File: config.mk
export PLATFORM = sky130hd
export DESIGN_NAME = cfg_serial_rx
export DESIGN_NICKNAME = d
export VERILOG_FILES = /design/src/rtl/cfg_serial_pkg.sv /design/src/rtl/cfg_sync_edge.sv /design/src/rtl/cfg_frame_ctrl.sv /design/src/rtl/cfg_latch_bank.sv /design/src/rtl/cfg_serial_rx.sv
export SDC_FILE = /design/constraint.sdc
export NUM_CORES = 1
export LEC_CHECK = 0
export BUFFER_PORTS_ARGS = -buffer_cell sky130_fd_sc_hd__buf_4
export CORE_AREA = 2 2 102 104
export CTS_CLUSTER_SIZE = 24
export DETAILED_ROUTE_END_ITERATION = 7
export DIE_AREA = 0 0 104 106
export HOLD_SLACK_MARGIN = 0.05
export PLACE_DENSITY_LB_ADDON = 0.05
export SETUP_SLACK_MARGIN = 0.3
export SLEW_MARGIN = 20
export SYNTH_ARGS = -nofsm -noshare
export SYNTH_HDL_FRONTEND = slang
export SYNTH_SLANG_ARGS = --single-unit
File: constraint.sdc
create_clock -name clk -period 2 [get_ports clk]
set_input_delay 0.2 -clock clk [delete_from_list [all_inputs] [get_ports clk]]
set_output_delay 0.2 -clock clk [all_outputs]
set_load 0.01 [all_outputs]
File: src/rtl/cfg_serial_pkg.sv
package cfg_serial_pkg;

    typedef enum logic [1:0] {
        SEL_REF  = 2'b00,
        SEL_NCNT = 2'b01,
        SEL_FUNC = 2'b10,
        SEL_INIT = 2'b11
    } sel_e;

    typedef enum logic [1:0] {
        ST_IDLE,
        ST_SHIFT,
        ST_FULL,
        ST_OVER
    } fr_state_e;

    localparam int NUM_TARGETS = 4;

endpackage

File: src/rtl/cfg_sync_edge.sv
module cfg_sync_edge #(
    parameter int STAGES = 2
) (
    input  logic clk,
    input  logic rst_n,
    input  logic din,
    output logic level,
    output logic rise
);
    // pipe[STAGES-1] is the synchronized level; pipe[STAGES] is its history
    logic [STAGES:0] pipe;

    always_ff @(posedge clk or negedge rst_n) begin
        if (!rst_n) pipe <= '0;
        else        pipe <= {pipe[STAGES-1:0], din};
    end

    assign level = pipe[STAGES-1];
    assign rise  = pipe[STAGES-1] & ~pipe[STAGES];
endmodule

File: src/rtl/cfg_frame_ctrl.sv
module cfg_frame_ctrl
    import cfg_serial_pkg::*;
#(
    parameter int WORD_W = 24
) (
    input  logic              clk,
    input  logic              rst_n,
    input  logic              bit_rise,
    input  logic              bit_val,
    input  logic              strobe_rise,
    output logic [WORD_W-1:0] word_q,
    output logic              commit,
    output logic              frame_err
);
    localparam int CW = $clog2(WORD_W + 1);
    localparam logic [CW-1:0] LAST_CNT = CW'(WORD_W - 1);

    fr_state_e       state, state_nx;
    logic [CW-1:0]   cnt;

    // state register
    always_ff @(posedge clk or negedge rst_n) begin
        if (!rst_n) state <= ST_IDLE;
        else        state <= state_nx;
    end

    // next state
    always_comb begin
        state_nx = state;
        unique case (state)
            ST_IDLE: begin
                if (strobe_rise)   state_nx = ST_IDLE;
                else if (bit_rise) state_nx = (WORD_W == 1) ? ST_FULL : ST_SHIFT;
            end
            ST_SHIFT: begin
                if (strobe_rise)                       state_nx = ST_IDLE;
                else if (bit_rise && cnt == LAST_CNT)  state_nx = ST_FULL;
            end
            ST_FULL: begin
                if (strobe_rise)   state_nx = ST_IDLE;
                else if (bit_rise) state_nx = ST_OVER;
            end
            ST_OVER: begin
                if (strobe_rise)   state_nx = ST_IDLE;
            end
            default: state_nx = ST_IDLE;
        endcase
    end

    assign commit = strobe_rise && (state == ST_FULL);

    // outputs: bit counter, shift register, error pulse
    always_ff @(posedge clk or negedge rst_n) begin
        if (!rst_n) begin
            cnt       <= '0;
            word_q    <= '0;
            frame_err <= 1'b0;
        end else begin
            frame_err <= strobe_rise && (state != ST_FULL);
            if (strobe_rise) begin
                cnt <= '0;
            end else if (bit_rise) begin
                word_q <= {word_q[WORD_W-2:0], bit_val};
                if (state == ST_IDLE || state == ST_SHIFT)
                    cnt <= cnt + 1'b1;
            end
        end
    end

    AST_CNT_BOUND: assert property (@(posedge clk) disable iff (!rst_n)
        cnt <= CW'(WORD_W));

    AST_IDLE_CNT_ZERO: assert property (@(posedge clk) disable iff (!rst_n)
        (state == ST_IDLE) |-> (cnt == '0));

    AST_STROBE_RESTART: assert property (@(posedge clk) disable iff (!rst_n)
        strobe_rise |=> (state == ST_IDLE));
endmodule

File: src/rtl/cfg_latch_bank.sv
module cfg_latch_bank
    import cfg_serial_pkg::*;
#(
    parameter int PAY_W = 22
) (
    input  logic                               clk,
    input  logic                               rst_n,
    input  logic                               commit,
    input  logic [1:0]                         sel,
    input  logic [PAY_W-1:0]                   payload,
    output logic [NUM_TARGETS-1:0][PAY_W-1:0]  lat_q,
    output logic                               upd_valid,
    output logic [1:0]                         upd_sel,
    output logic                               cnt_rst
);
    for (genvar g = 0; g < NUM_TARGETS; g++) begin : g_lat
        logic hit;
        assign hit = commit && ((sel == 2'(g)) ||
                     ((2'(g) == 2'(SEL_FUNC)) && (sel == 2'(SEL_INIT))));
        always_ff @(posedge clk or negedge rst_n) begin
            if (!rst_n)   lat_q[g] <= '0;
            else if (hit) lat_q[g] <= payload;
        end
    end

    always_ff @(posedge clk or negedge rst_n) begin
        if (!rst_n) begin
            upd_valid <= 1'b0;
            upd_sel   <= 2'b00;
            cnt_rst   <= 1'b0;
        end else begin
            upd_valid <= commit;
            cnt_rst   <= commit && (sel == 2'(SEL_INIT));
            if (commit) upd_sel <= sel;
        end
    end

    AST_HOLD_NO_UPD: assert property (@(posedge clk) disable iff (!rst_n)
        !upd_valid |-> $stable(lat_q));

    AST_INIT_MIRROR: assert property (@(posedge clk) disable iff (!rst_n)
        (upd_valid && upd_sel == 2'(SEL_INIT)) |-> (lat_q[2'(SEL_FUNC)] == lat_q[2'(SEL_INIT)]));

    AST_RST_PAIR: assert property (@(posedge clk) disable iff (!rst_n)
        cnt_rst |-> (upd_valid && upd_sel == 2'(SEL_INIT)));

    AST_UPD_ONE_CYCLE: assert property (@(posedge clk) disable iff (!rst_n)
        upd_valid |=> !upd_valid);
endmodule

File: src/rtl/cfg_serial_rx.sv
module cfg_serial_rx
    import cfg_serial_pkg::*;
#(
    parameter int WORD_W      = 24,
    parameter int SYNC_STAGES = 2,
    parameter int REF_DIV_W   = 14,
    parameter int REF_DIV_LSB = 2,
    parameter int N_DIV_W     = 13,
    parameter int N_DIV_LSB   = 8
) (
    input  logic                 clk,
    input  logic                 rst_n,
    input  logic                 sclk_in,
    input  logic                 sdata_in,
    input  logic                 le_in,
    output logic [WORD_W-3:0]    ref_word,
    output logic [WORD_W-3:0]    n_word,
    output logic [WORD_W-3:0]    func_word,
    output logic [WORD_W-3:0]    init_word,
    output logic [REF_DIV_W-1:0] ref_div,
    output logic [N_DIV_W-1:0]   n_div,
    output logic                 upd_valid,
    output logic [1:0]           upd_sel,
    output logic                 cnt_rst,
    output logic                 frame_err
);
    localparam int PAY_W  = WORD_W - 2;
    localparam int N_LINE = 3;

    logic [N_LINE-1:0] raw_in, lvl, rise;
    assign raw_in = {le_in, sdata_in, sclk_in};

    for (genvar i = 0; i < N_LINE; i++) begin : g_sync
        cfg_sync_edge #(.STAGES(SYNC_STAGES)) u_sync (
            .clk   (clk),
            .rst_n (rst_n),
            .din   (raw_in[i]),
            .level (lvl[i]),
            .rise  (rise[i])
        );
    end

    logic [WORD_W-1:0] word_q;
    logic              commit;

    cfg_frame_ctrl #(.WORD_W(WORD_W)) u_ctrl (
        .clk         (clk),
        .rst_n       (rst_n),
        .bit_rise    (rise[0]),
        .bit_val     (lvl[1]),
        .strobe_rise (rise[2]),
        .word_q      (word_q),
        .commit      (commit),
        .frame_err   (frame_err)
    );

    logic [NUM_TARGETS-1:0][PAY_W-1:0] lat_q;

    cfg_latch_bank #(.PAY_W(PAY_W)) u_bank (
        .clk       (clk),
        .rst_n     (rst_n),
        .commit    (commit),
        .sel       (word_q[1:0]),
        .payload   (word_q[WORD_W-1:2]),
        .lat_q     (lat_q),
        .upd_valid (upd_valid),
        .upd_sel   (upd_sel),
        .cnt_rst   (cnt_rst)
    );

    assign ref_word  = lat_q[2'(SEL_REF)];
    assign n_word    = lat_q[2'(SEL_NCNT)];
    assign func_word = lat_q[2'(SEL_FUNC)];
    assign init_word = lat_q[2'(SEL_INIT)];
    assign ref_div   = ref_word[REF_DIV_LSB-2 +: REF_DIV_W];
    assign n_div     = n_word[N_DIV_LSB-2 +: N_DIV_W];

    AST_ERR_EXCL: assert property (@(posedge clk) disable iff (!rst_n)
        !(frame_err && upd_valid));

    AST_ERR_ONE_CYCLE: assert property (@(posedge clk) disable iff (!rst_n)
        frame_err |=> !frame_err);
endmodule

==> results.sh, run 1 <==
export IMPL_root_buffer="clkbuf_8"
export IMPL_yosys_register_bits=132
export IMPL_cap_violations=0
export IMPL_via_count=2993
export IMPL_h_tree_depth=4
export IMPL_cellPowerDensity_mw_per_mm2=949
export IMPL_fp_dieH_um=106
export IMPL_cts_tree="yes"
export IMPL_first_pass_iters=4
export IMPL_vias_per_cell=5.04
export IMPL_slew_headroom_pct=65.2
export IMPL_seqPwrFrac_pct=45.7
export IMPL_p_comb_share_pct=3.8
export IMPL_coreArea_mm2=0.0100
export IMPL_path_max_fanout=8
export IMPL_syn_nets=329
export IMPL_cts_buffer_depth=2
export IMPL_num_antenna_cells=0
export IMPL_clock_sinks=132
export IMPL_max_freq_mhz=598
export IMPL_cp_arrival_ns=2.07
export IMPL_swShare_pct=22.2
export IMPL_ys_seq_area_share_pct=63.8
export IMPL_p_leak_nw=3.73
export IMPL_gp_congestion=0.717
export IMPL_antenna_found_initial=0
export IMPL_p_int_mw=5.11
export IMPL_groute_usage_overall_pct=19.3
export IMPL_ios=125
export IMPL_clock_latency_ns=0.51
export IMPL_clock_skew_ns=0.0136
export IMPL_syn2layout_area_growth_pct=33.5
export IMPL_grt_max_degree=56
export IMPL_dpl_hpwl_mm=6.19
export IMPL_ys_types=29
export IMPL_num_rows=37
export IMPL_switchingPower_mw=1.46
export IMPL_postRouteAntennaNets=0
export IMPL_grt_pass1_wl_mm=16.2
export IMPL_period_needed_ns=1.67
export IMPL_wl_per_cell_um=17.6
export IMPL_path_clk_slew_ns=0.06
export IMPL_finalHoldViolCount=0
export IMPL_crit_type="flip-flop to flip-flop"
export IMPL_tightest_slew_ns=0.520
export IMPL_min_delay_path_class="input port to async pin"
export IMPL_grt_pass1_vias=2992
export IMPL_startpoint_type="flip-flop"
export IMPL_numPortBuffers=124
export IMPL_first_iter_violations=77
export IMPL_dp_slack_ns=0.241
export IMPL_start_util_pct=51.8
export IMPL_dieWidth_um=104
export IMPL_wl_mm=10.4
export IMPL_cts_buffers=17
export IMPL_synth_area_mm2=0.00518
export IMPL_drc_errors=0
export IMPL_drive_gt1_share_pct=44.1
export IMPL_grt_remaining_overflow=0
export IMPL_cp_required_ns=2.39
export IMPL_avgSynthCellArea_um2=16.0
export IMPL_yosys_warnings=0
export IMPL_slew_violations=0
export IMPL_status="completed"
export IMPL_ir_worst_vdd_mv=0.521
export IMPL_setup_tns_ns=0
export IMPL_nets=452
export IMPL_synth_cells=323
export IMPL_clkPwrFrac_pct=50.5
export IMPL_dieArea_mm2=0.0110
export IMPL_rsz0062_at_grt="false"
export IMPL_end_kind="flip-flop"
export IMPL_fin_crit_sh_pct=83.6
export IMPL_setup_viol=0
export IMPL_setup_ws_ns=0.329
[registers in the layout, summed over array words and instances, names as in the netlist]
signal / count
u_bank.lat_q: 88
u_ctrl.word_q: 24
g_sync.u_sync.pipe: 8
u_ctrl.cnt: 5
u_bank.upd_sel: 2
u_ctrl.state: 2
u_bank.cnt_rst: 1
u_bank.upd_valid: 1
u_ctrl.frame_err: 1
[kinds of logic (layout without fill, tap and decap cells)]
logic type	count (synthesis)	in the layout	synth area share, %
compound gates	7	7	0.893
xor+xnor	2	2	0.338
fa+ha+maj	1	1	0.241
buf+inv	43	176	5.87
flops	132	132	63.8
mux	113	113	25.9
simple gates	25	27	2.97
[final timing paths]
kind	from	to	slack, ns	depth (start not counted)
worst max-delay path	u_ctrl.state[0]$_DFFE_PN0P_	u_bank.lat_q[74]$_DFFE_PN0P_	0.33	5
worst min-delay path	rst_n	u_bank.lat_q[31]$_DFFE_PN0P_	0.17	2
worst max register to register	u_ctrl.state[0]$_DFFE_PN0P_	u_bank.lat_q[74]$_DFFE_PN0P_	0.33	5
worst min register to register	g_sync[2].u_sync.pipe[0]$_DFF_PN0_	g_sync[2].u_sync.pipe[1]$_DFF_PN0_	0.35	0
max in group asynchronous	rst_n	u_bank.lat_q[64]$_DFFE_PN0P_	1.21	3
min in group clk	sdata_in	g_sync[1].u_sync.pipe[0]$_DFF_PN0_	0.34	2
[layer usage]
metal / global-route usage (%) / routed length, um
met1: 25.7 / 4700
met2: 30.3 / 5120
met3: 5.64 / 476
met4: 7.05 / 145
met5: 0 / 0
[cells in the final DEF (no fill, tap or decap), types with 4 or more instances in the layout]
cell	instances
buf_12	7
dlygate4sd3_1	4
nand2_1	4
bufinv_16	5
buf_4	129
mux2_4	19
dfrtp_1	132
mux2_1	89
clkbuf_16	17
mux2_2	5
[worst max-delay path, stage by stage (launching register included)]
cell      delay (ns)
dfrtp_1         0.39
and4bb_4        0.37
buf_12          0.11
and3_4          0.21
buf_12          0.15
mux2_1          0.32
[Yosys cell counts (all sizes together)]
cell	number	area, um2
a21oi	2	10.0
a221oi	1	8.76
and3	1	11.3
and4bb	1	12.5
buf	39	289
clkbuf	1	3.75
dfrtp	132	3300
ha	1	12.5
inv	3	11.3
mux2	113	1340
nand2	6	22.5
nand2b	2	12.5
nand3	3	15.0
nand3b	1	11.3
nor2	4	15.0
nor2b	1	6.26
nor3b	1	7.51
nor4	1	6.26
nor4bb	1	10.0
o211ai	2	15.0
o21a	1	7.51
o21ai	1	5.00
or3b	1	8.76
or4	2	15.0
xnor2	2	17.5
[power groups by stage]
| stage | combinational (mW) | sequential [mW] | clock (mW) |
|---|---|---|---|
| 2_1_floorplan | 0.142 | 2.97 | 0 |
| 4_1_cts | 0.245 | 3.00 | 3.37 |
| 3_5_place_dp | 0.230 | 3.04 | 0 |
| 5_1_grt | 0.276 | 3.04 | 3.49 |
| 3_3_place_gp | 0.221 | 3.03 | 0 |
| 6_report | 0.246 | 3.00 | 3.32 |
[area by class of cell]
type                    instances  area [um2]
clock buffers                  18         428
repair buffers                142        1180
multi-input cells             150        1620
clock inverters                13         206
well taps                     136         170
flip-flops and latches        132        3300
inverters                       3        11.3
fillers                       701        3080
[metrics by stage]
step                      utilization [%]  instances  cell area (um2)  power [mW]  hold slack (ns)
after floorplan                         -        323             5180        3.11          -0.0956
after global placement               61.0        552             6100        3.25            0.162
after detailed placement             61.0        552             6100        3.27            0.165
after CTS                            68.3        590             6830        6.62            0.165
after global routing                 69.2        594             6920        6.81            0.186
final                                69.2        594             6920        6.57            0.170
[repair_timing]
action,in CTS,in global routing
gates resized for setup,3,8
setup buffers,2,2
cloned,1,2
setup endpoints to repair,81,56
hold endpoints to repair,135,0
pin swaps,2,2
hold buffers,4,0
(Power assumes the default switching activity.)
==> run 2: changes to the inputs <==
==> constraint.sdc (replaced) <==
create_clock -name clk -period 1.7 [get_ports clk]
set_input_delay 0.17 -clock clk [delete_from_list [all_inputs] [get_ports clk]]
set_output_delay 0.17 -clock clk [all_outputs]
set_load 0.01 [all_outputs]
==> run 2 against run 1 <==
Worst hold slack got worse by 0.087 ns. Non-clock buffer count increased by 13. Critical path depth decreased by 1. Clock skew decreased by 0.0079 ns. Largest power group unchanged.
==> results.sh, run 2 (synthesis gave the netlist of run 1 again) <==
export IMPL_timing_rr_end="u_bank.lat_q[77]$_DFFE_PN0P_"
export IMPL_finalHoldViolCount=0
export IMPL_vias_per_cell=4.98
export IMPL_drc_errors=0
export IMPL_antenna_found_initial=0
export IMPL_dpl_hpwl_mm=6.57
export IMPL_clock_sinks=132
export IMPL_max_freq_mhz=631
export IMPL_cp_startpoint="g_sync[2].u_sync.pipe[2]$_DFF_PN0_"
export IMPL_rr_startpoint="g_sync[2].u_sync.pipe[2]$_DFF_PN0_"
export IMPL_startpoint_type="flip-flop"
export IMPL_dieWidth_um=104
export IMPL_setup_tns_ns=0
export IMPL_cp_required_ns=2.09
export IMPL_period_needed_ns=1.58
export IMPL_first_iter_violations=60
export IMPL_via_count=3016
export IMPL_multiInputGateArea_mm2=0.00163
export IMPL_grt_pass1_wl_mm=16.4
export IMPL_syn2layout_area_growth_pct=34.8
export IMPL_end_kind="flip-flop"
export IMPL_grt_pass1_vias=3079
export IMPL_cap_violations=0
export IMPL_dieArea_mm2=0.0110
export IMPL_wl_per_cell_um=16.7
export IMPL_fp_dieH_um=106
export IMPL_clock_skew_ns=0.00570
export IMPL_path_clk_slew_ns=0.06
export IMPL_fin_crit_sh_pct=93.2
export IMPL_status="completed"
export IMPL_wl_mm=10.1
export IMPL_cts_buffer_depth=2
export IMPL_reg_top3="u_bank.lat_q: 88 flops, u_ctrl.word_q: 24 flops, g_sync.u_sync.pipe: 8 flops"
export IMPL_tightest_slew_ns=0.361
export IMPL_setup_viol=0
export IMPL_regArea_mm2=0.00330
export IMPL_cts_tree="yes"
export IMPL_coreArea_mm2=0.0100
export IMPL_min_delay_path_class="input port to async pin"
export IMPL_r2r_cells=4
export IMPL_mostFrequentLayoutCells="buf_4 (138), dfrtp_1 (132), mux2_1 (86)"
export IMPL_crit_type="flip-flop to flip-flop"
export IMPL_largest_register_ffs=88
export IMPL_largest_register="u_bank.lat_q"
export IMPL_root_buffer="clkbuf_8"
export IMPL_finalPower_mw=7.44
export IMPL_num_antenna_cells=0
export IMPL_fill_cells=727
export IMPL_groute_usage_overall_pct=19.3
export IMPL_grt_remaining_overflow=0
export IMPL_cp_endpoint="u_bank.lat_q[77]$_DFFE_PN0P_"
export IMPL_ios=125
export IMPL_grt_max_degree=47
export IMPL_first_pass_iters=4
export IMPL_path_max_fanout=8
export IMPL_h_tree_depth=4
export IMPL_p_leak_nw=3.77
export IMPL_postRouteAntennaNets=0
export IMPL_layout_commonest_cell="buf_4"
export IMPL_slew_headroom_pct=75.6
export IMPL_cp_arrival_ns=1.97
export IMPL_r2r_slack_ns=0.12
export IMPL_cts_buffers=17
export IMPL_ir_worst_vdd_mv=0.767
export IMPL_nets=464
export IMPL_num_rows=37
export IMPL_drive_gt1_share_pct=46.8
export IMPL_slew_violations=0
export IMPL_rsz0062_at_grt="true"
export IMPL_start_util_pct=51.8
export IMPL_numPortBuffers=124
export IMPL_gp_congestion=0.701
export IMPL_clock_latency_ns=0.51
export IMPL_cellPowerDensity_mw_per_mm2=1070
run 2: what timing repair did:
action,in CTS,in global routing
setup buffers,8,1
hold buffers,4,0
gates resized for setup,16,3
cloned,1,0
setup endpoints to repair,114,115
hold endpoints to repair,135,0
pin swaps,8,2
run 2: area by class of cell:
| cell class | instances | area share [%] |
|---|---|---|
| Inverter | 3 | 0.161 |
| Timing Repair Buffer | 155 | 18.3 |
| Sequential cell | 132 | 47.3 |
| Clock inverter | 12 | 2.22 |
| Tap cell | 136 | 2.44 |
| Multi-Input combinational cell | 149 | 23.3 |
| Clock buffer | 19 | 6.32 |
run 2: worst min-delay path by stage:
stage                                              end  slack, ns  depth (start not counted)
floorplan           g_sync[0].u_sync.pipe[0]$_DFF_PN0_      -0.13                          0
global placement           u_bank.lat_q[9]$_DFFE_PN0P_       0.06                          1
detailed placement         u_bank.lat_q[9]$_DFFE_PN0P_       0.06                          1
CTS                        u_bank.lat_q[9]$_DFFE_PN0P_       0.08                          2
global route              u_bank.lat_q[31]$_DFFE_PN0P_       0.10                          2
finish                     u_bank.lat_q[9]$_DFFE_PN0P_       0.08                          2
run 2: routing by layer:
layer,global-route usage [%],vias to the layer above,wire length [um],share of wire [%]
met5,0,-,0,0
met4,7.34,0,181,1.8
met3,5.09,15,464,4.6
met2,31.6,79,5050,50
met1,25.0,1548,4420,44
li1,-,1374,-,-
run 2: through the flow:
step,hold slack (ns),instance area [um2],setup WS [ns],cells,util (%)
2_1_floorplan,-0.126,5240,0.105,323,-
3_3_place_gp,0.0613,6190,0.0512,561,61.9
3_5_place_dp,0.0617,6190,0.0203,561,61.9
4_1_cts,0.0782,6960,0.103,605,69.6
5_1_grt,0.101,6980,0.0809,606,69.8
6_report,0.0832,6980,0.116,606,69.8
run 2: worst max-delay path: stages (launching register included):
cell,delay [ns]
dfrtp_1,0.38
and4bb_4,0.38
and3_4,0.26
buf_12,0.15
mux2_4,0.30
run 2: where the power goes:
group          leakage (nW)  total, mW  internal (mW)  switching [mW]
combinational          1.67      0.313          0.168           0.144
clock                 0.290       3.61           2.30            1.30
sequential             1.80       3.52           3.30           0.217
==> run 3: changes to the inputs <==
--- a/config.mk
+++ b/config.mk
@@ -6,10 +6,10 @@
 export NUM_CORES = 1
 export LEC_CHECK = 0
 export BUFFER_PORTS_ARGS = -buffer_cell sky130_fd_sc_hd__buf_4
-export CORE_AREA = 2 2 102 104
+export CORE_AREA = 2 2 99 101
 export CTS_CLUSTER_SIZE = 24
 export DETAILED_ROUTE_END_ITERATION = 7
-export DIE_AREA = 0 0 104 106
+export DIE_AREA = 0 0 101 103
 export HOLD_SLACK_MARGIN = 0.05
 export PLACE_DENSITY_LB_ADDON = 0.05
 export SETUP_SLACK_MARGIN = 0.3
==> constraint.sdc (replaced) <==
create_clock -name clk -period 1.9 [get_ports clk]
set_input_delay 0.19 -clock clk [delete_from_list [all_inputs] [get_ports clk]]
set_output_delay 0.19 -clock clk [all_outputs]
set_load 0.01 [all_outputs]
==> run 3 against run 2 <==
Clock skew hardly changed. Register-to-register slack better by 0.21 ns. Critical path type unchanged. Combinational power is 21% lower. Highest routed layer unchanged. Largest power group unchanged.
==> results.sh, run 3 (synthesis gave the netlist of run 1 again) <==
export IMPL_status="completed"
export IMPL_first_iter_violations=100
export IMPL_end_kind="flip-flop"
export IMPL_cts_buffers=17
export IMPL_start_util_pct=54.8
export IMPL_via_count=2956
export IMPL_cts_buffer_depth=2
export IMPL_num_rows=36
export IMPL_finalPower_mw=6.59
export IMPL_r2r_cells=5
export IMPL_p_leak_nw=3.70
export IMPL_ir_worst_vdd_mv=0.596
export IMPL_dieWidth_um=101
export IMPL_antenna_found_initial=0
export IMPL_clock_latency_ns=0.51
export IMPL_numPortBuffers=124
export IMPL_min_delay_path_class="input port to async pin"
export IMPL_first_pass_iters=4
export IMPL_postRouteAntennaNets=0
export IMPL_vias_per_cell=5.16
export IMPL_slew_headroom_pct=68.2
export IMPL_nets=453
export IMPL_dpl_hpwl_mm=6.40
export IMPL_grt_max_degree=60
export IMPL_cp_arrival_ns=1.96
export IMPL_rsz0062_at_grt="true"
export IMPL_clock_sinks=132
export IMPL_largest_register_ffs=88
export IMPL_startpoint_type="flip-flop"
export IMPL_largest_register="u_bank.lat_q"
export IMPL_slew_violations=0
export IMPL_reg_top3="u_bank.lat_q: 88 flops, u_ctrl.word_q: 24 flops, g_sync.u_sync.pipe: 8 flops"
export IMPL_dieArea_mm2=0.0104
export IMPL_ios=125
export IMPL_fp_dieH_um=103
export IMPL_max_freq_mhz=637
export IMPL_gp_congestion=0.705
export IMPL_cp_required_ns=2.29
export IMPL_setup_viol=0
export IMPL_drc_errors=0
export IMPL_tightest_slew_ns=0.473
export IMPL_grt_pass1_wl_mm=15.5
export IMPL_path_max_fanout=12
export IMPL_fill_cells=621
export IMPL_syn2layout_area_growth_pct=31.3
export IMPL_grt_remaining_overflow=0
export IMPL_h_tree_depth=4
export IMPL_setup_tns_ns=0
export IMPL_drive_gt1_share_pct=44.2
export IMPL_wl_per_cell_um=16.7
export IMPL_coreArea_mm2=0.00946
export IMPL_mostFrequentLayoutCells="dfrtp_1 (132), buf_4 (132), mux2_1 (89)"
export IMPL_cap_violations=0
export IMPL_num_antenna_cells=0
export IMPL_finalHoldViolCount=0
export IMPL_crit_type="flip-flop to flip-flop"
export IMPL_period_needed_ns=1.57
export IMPL_root_buffer="clkbuf_8"
export IMPL_clock_skew_ns=0.00580
export IMPL_cellPowerDensity_mw_per_mm2=969
export IMPL_groute_usage_overall_pct=20.1
export IMPL_grt_pass1_vias=2856
export IMPL_wl_mm=9.58
export IMPL_cts_tree="yes"
export IMPL_fin_crit_sh_pct=82.6
export IMPL_path_clk_slew_ns=0.06
==> run 3: metrics by stage <==
step / instance area, um2 / util (%) / hold WS [ns] / cells / setup slack (ns)
5_1_grt: 6800 / 71.9 / 0.182 / 573 / 0.256
3_3_place_gp: 6120 / 64.7 / 0.160 / 535 / 0.330
4_1_cts: 6760 / 71.5 / 0.166 / 572 / 0.310
3_5_place_dp: 6120 / 64.7 / 0.166 / 535 / 0.301
6_report: 6800 / 71.9 / 0.171 / 573 / 0.331
2_1_floorplan: 5190 / - / -0.106 / 323 / 0.297
==> run 3: layout make-up <==
cell class	count	area, um2	area share [%]
flip-flops and latches	132	3300	48.6
multi-input cells	148	1590	23.4
repair buffers	145	1170	17.2
clock buffers	18	428	6.29
clock inverters	13	158	2.32
well taps	114	143	2.10
inverters	3	11.3	0.166
==> run 3: where the power goes <==
part | leakage (nW) | total [mW] | switching, mW | internal, mW
clock network | 0.279 | 3.19 | 1.17 | 2.02
logic | 1.62 | 0.247 | 0.116 | 0.131
registers | 1.80 | 3.15 | 0.193 | 2.96
total | 3.70 | 6.59 | 1.48 | 5.11
==> run 3: per-layer routing <==
layer / wire length, um / global-route usage [%]
met5: 0 / 0
met3: 438 / 6.98
met1: 4360 / 26.5
met4: 96 / 6.55
met2: 4690 / 31.8
==> run 3: what timing repair did <==
item / in CTS / in global routing
pin swaps: 0 / 2
setup buffers: 2 / 1
hold buffers: 4 / 0
endpoints found under the hold margin: 135 / 0
endpoints found under the setup margin: 3 / 65
gates resized for setup: 1 / 9
==> run 3: worst max-delay path, stage by stage, from the launching register on <==
cell,delay [ns]
dfrtp_1,0.39
and4bb_1,0.31
buf_6,0.14
nand3b_2,0.11
buf_6,0.19
mux2_1,0.32
==> run 3: final timing paths <==
kind                                                          from  slack, ns                                 end
worst max-delay path            g_sync[2].u_sync.pipe[2]$_DFF_PN0_       0.33        u_bank.lat_q[32]$_DFFE_PN0P_
worst min-delay path                                         rst_n       0.17        u_bank.lat_q[32]$_DFFE_PN0P_
worst max register to register  g_sync[2].u_sync.pipe[2]$_DFF_PN0_       0.33        u_bank.lat_q[32]$_DFFE_PN0P_
worst min register to register  g_sync[2].u_sync.pipe[0]$_DFF_PN0_       0.35  g_sync[2].u_sync.pipe[1]$_DFF_PN0_
max in group asynchronous                                    rst_n       1.09          u_bank.upd_valid$_DFF_PN0_
min in group clk                                           sclk_in       0.33  g_sync[0].u_sync.pipe[0]$_DFF_PN0_
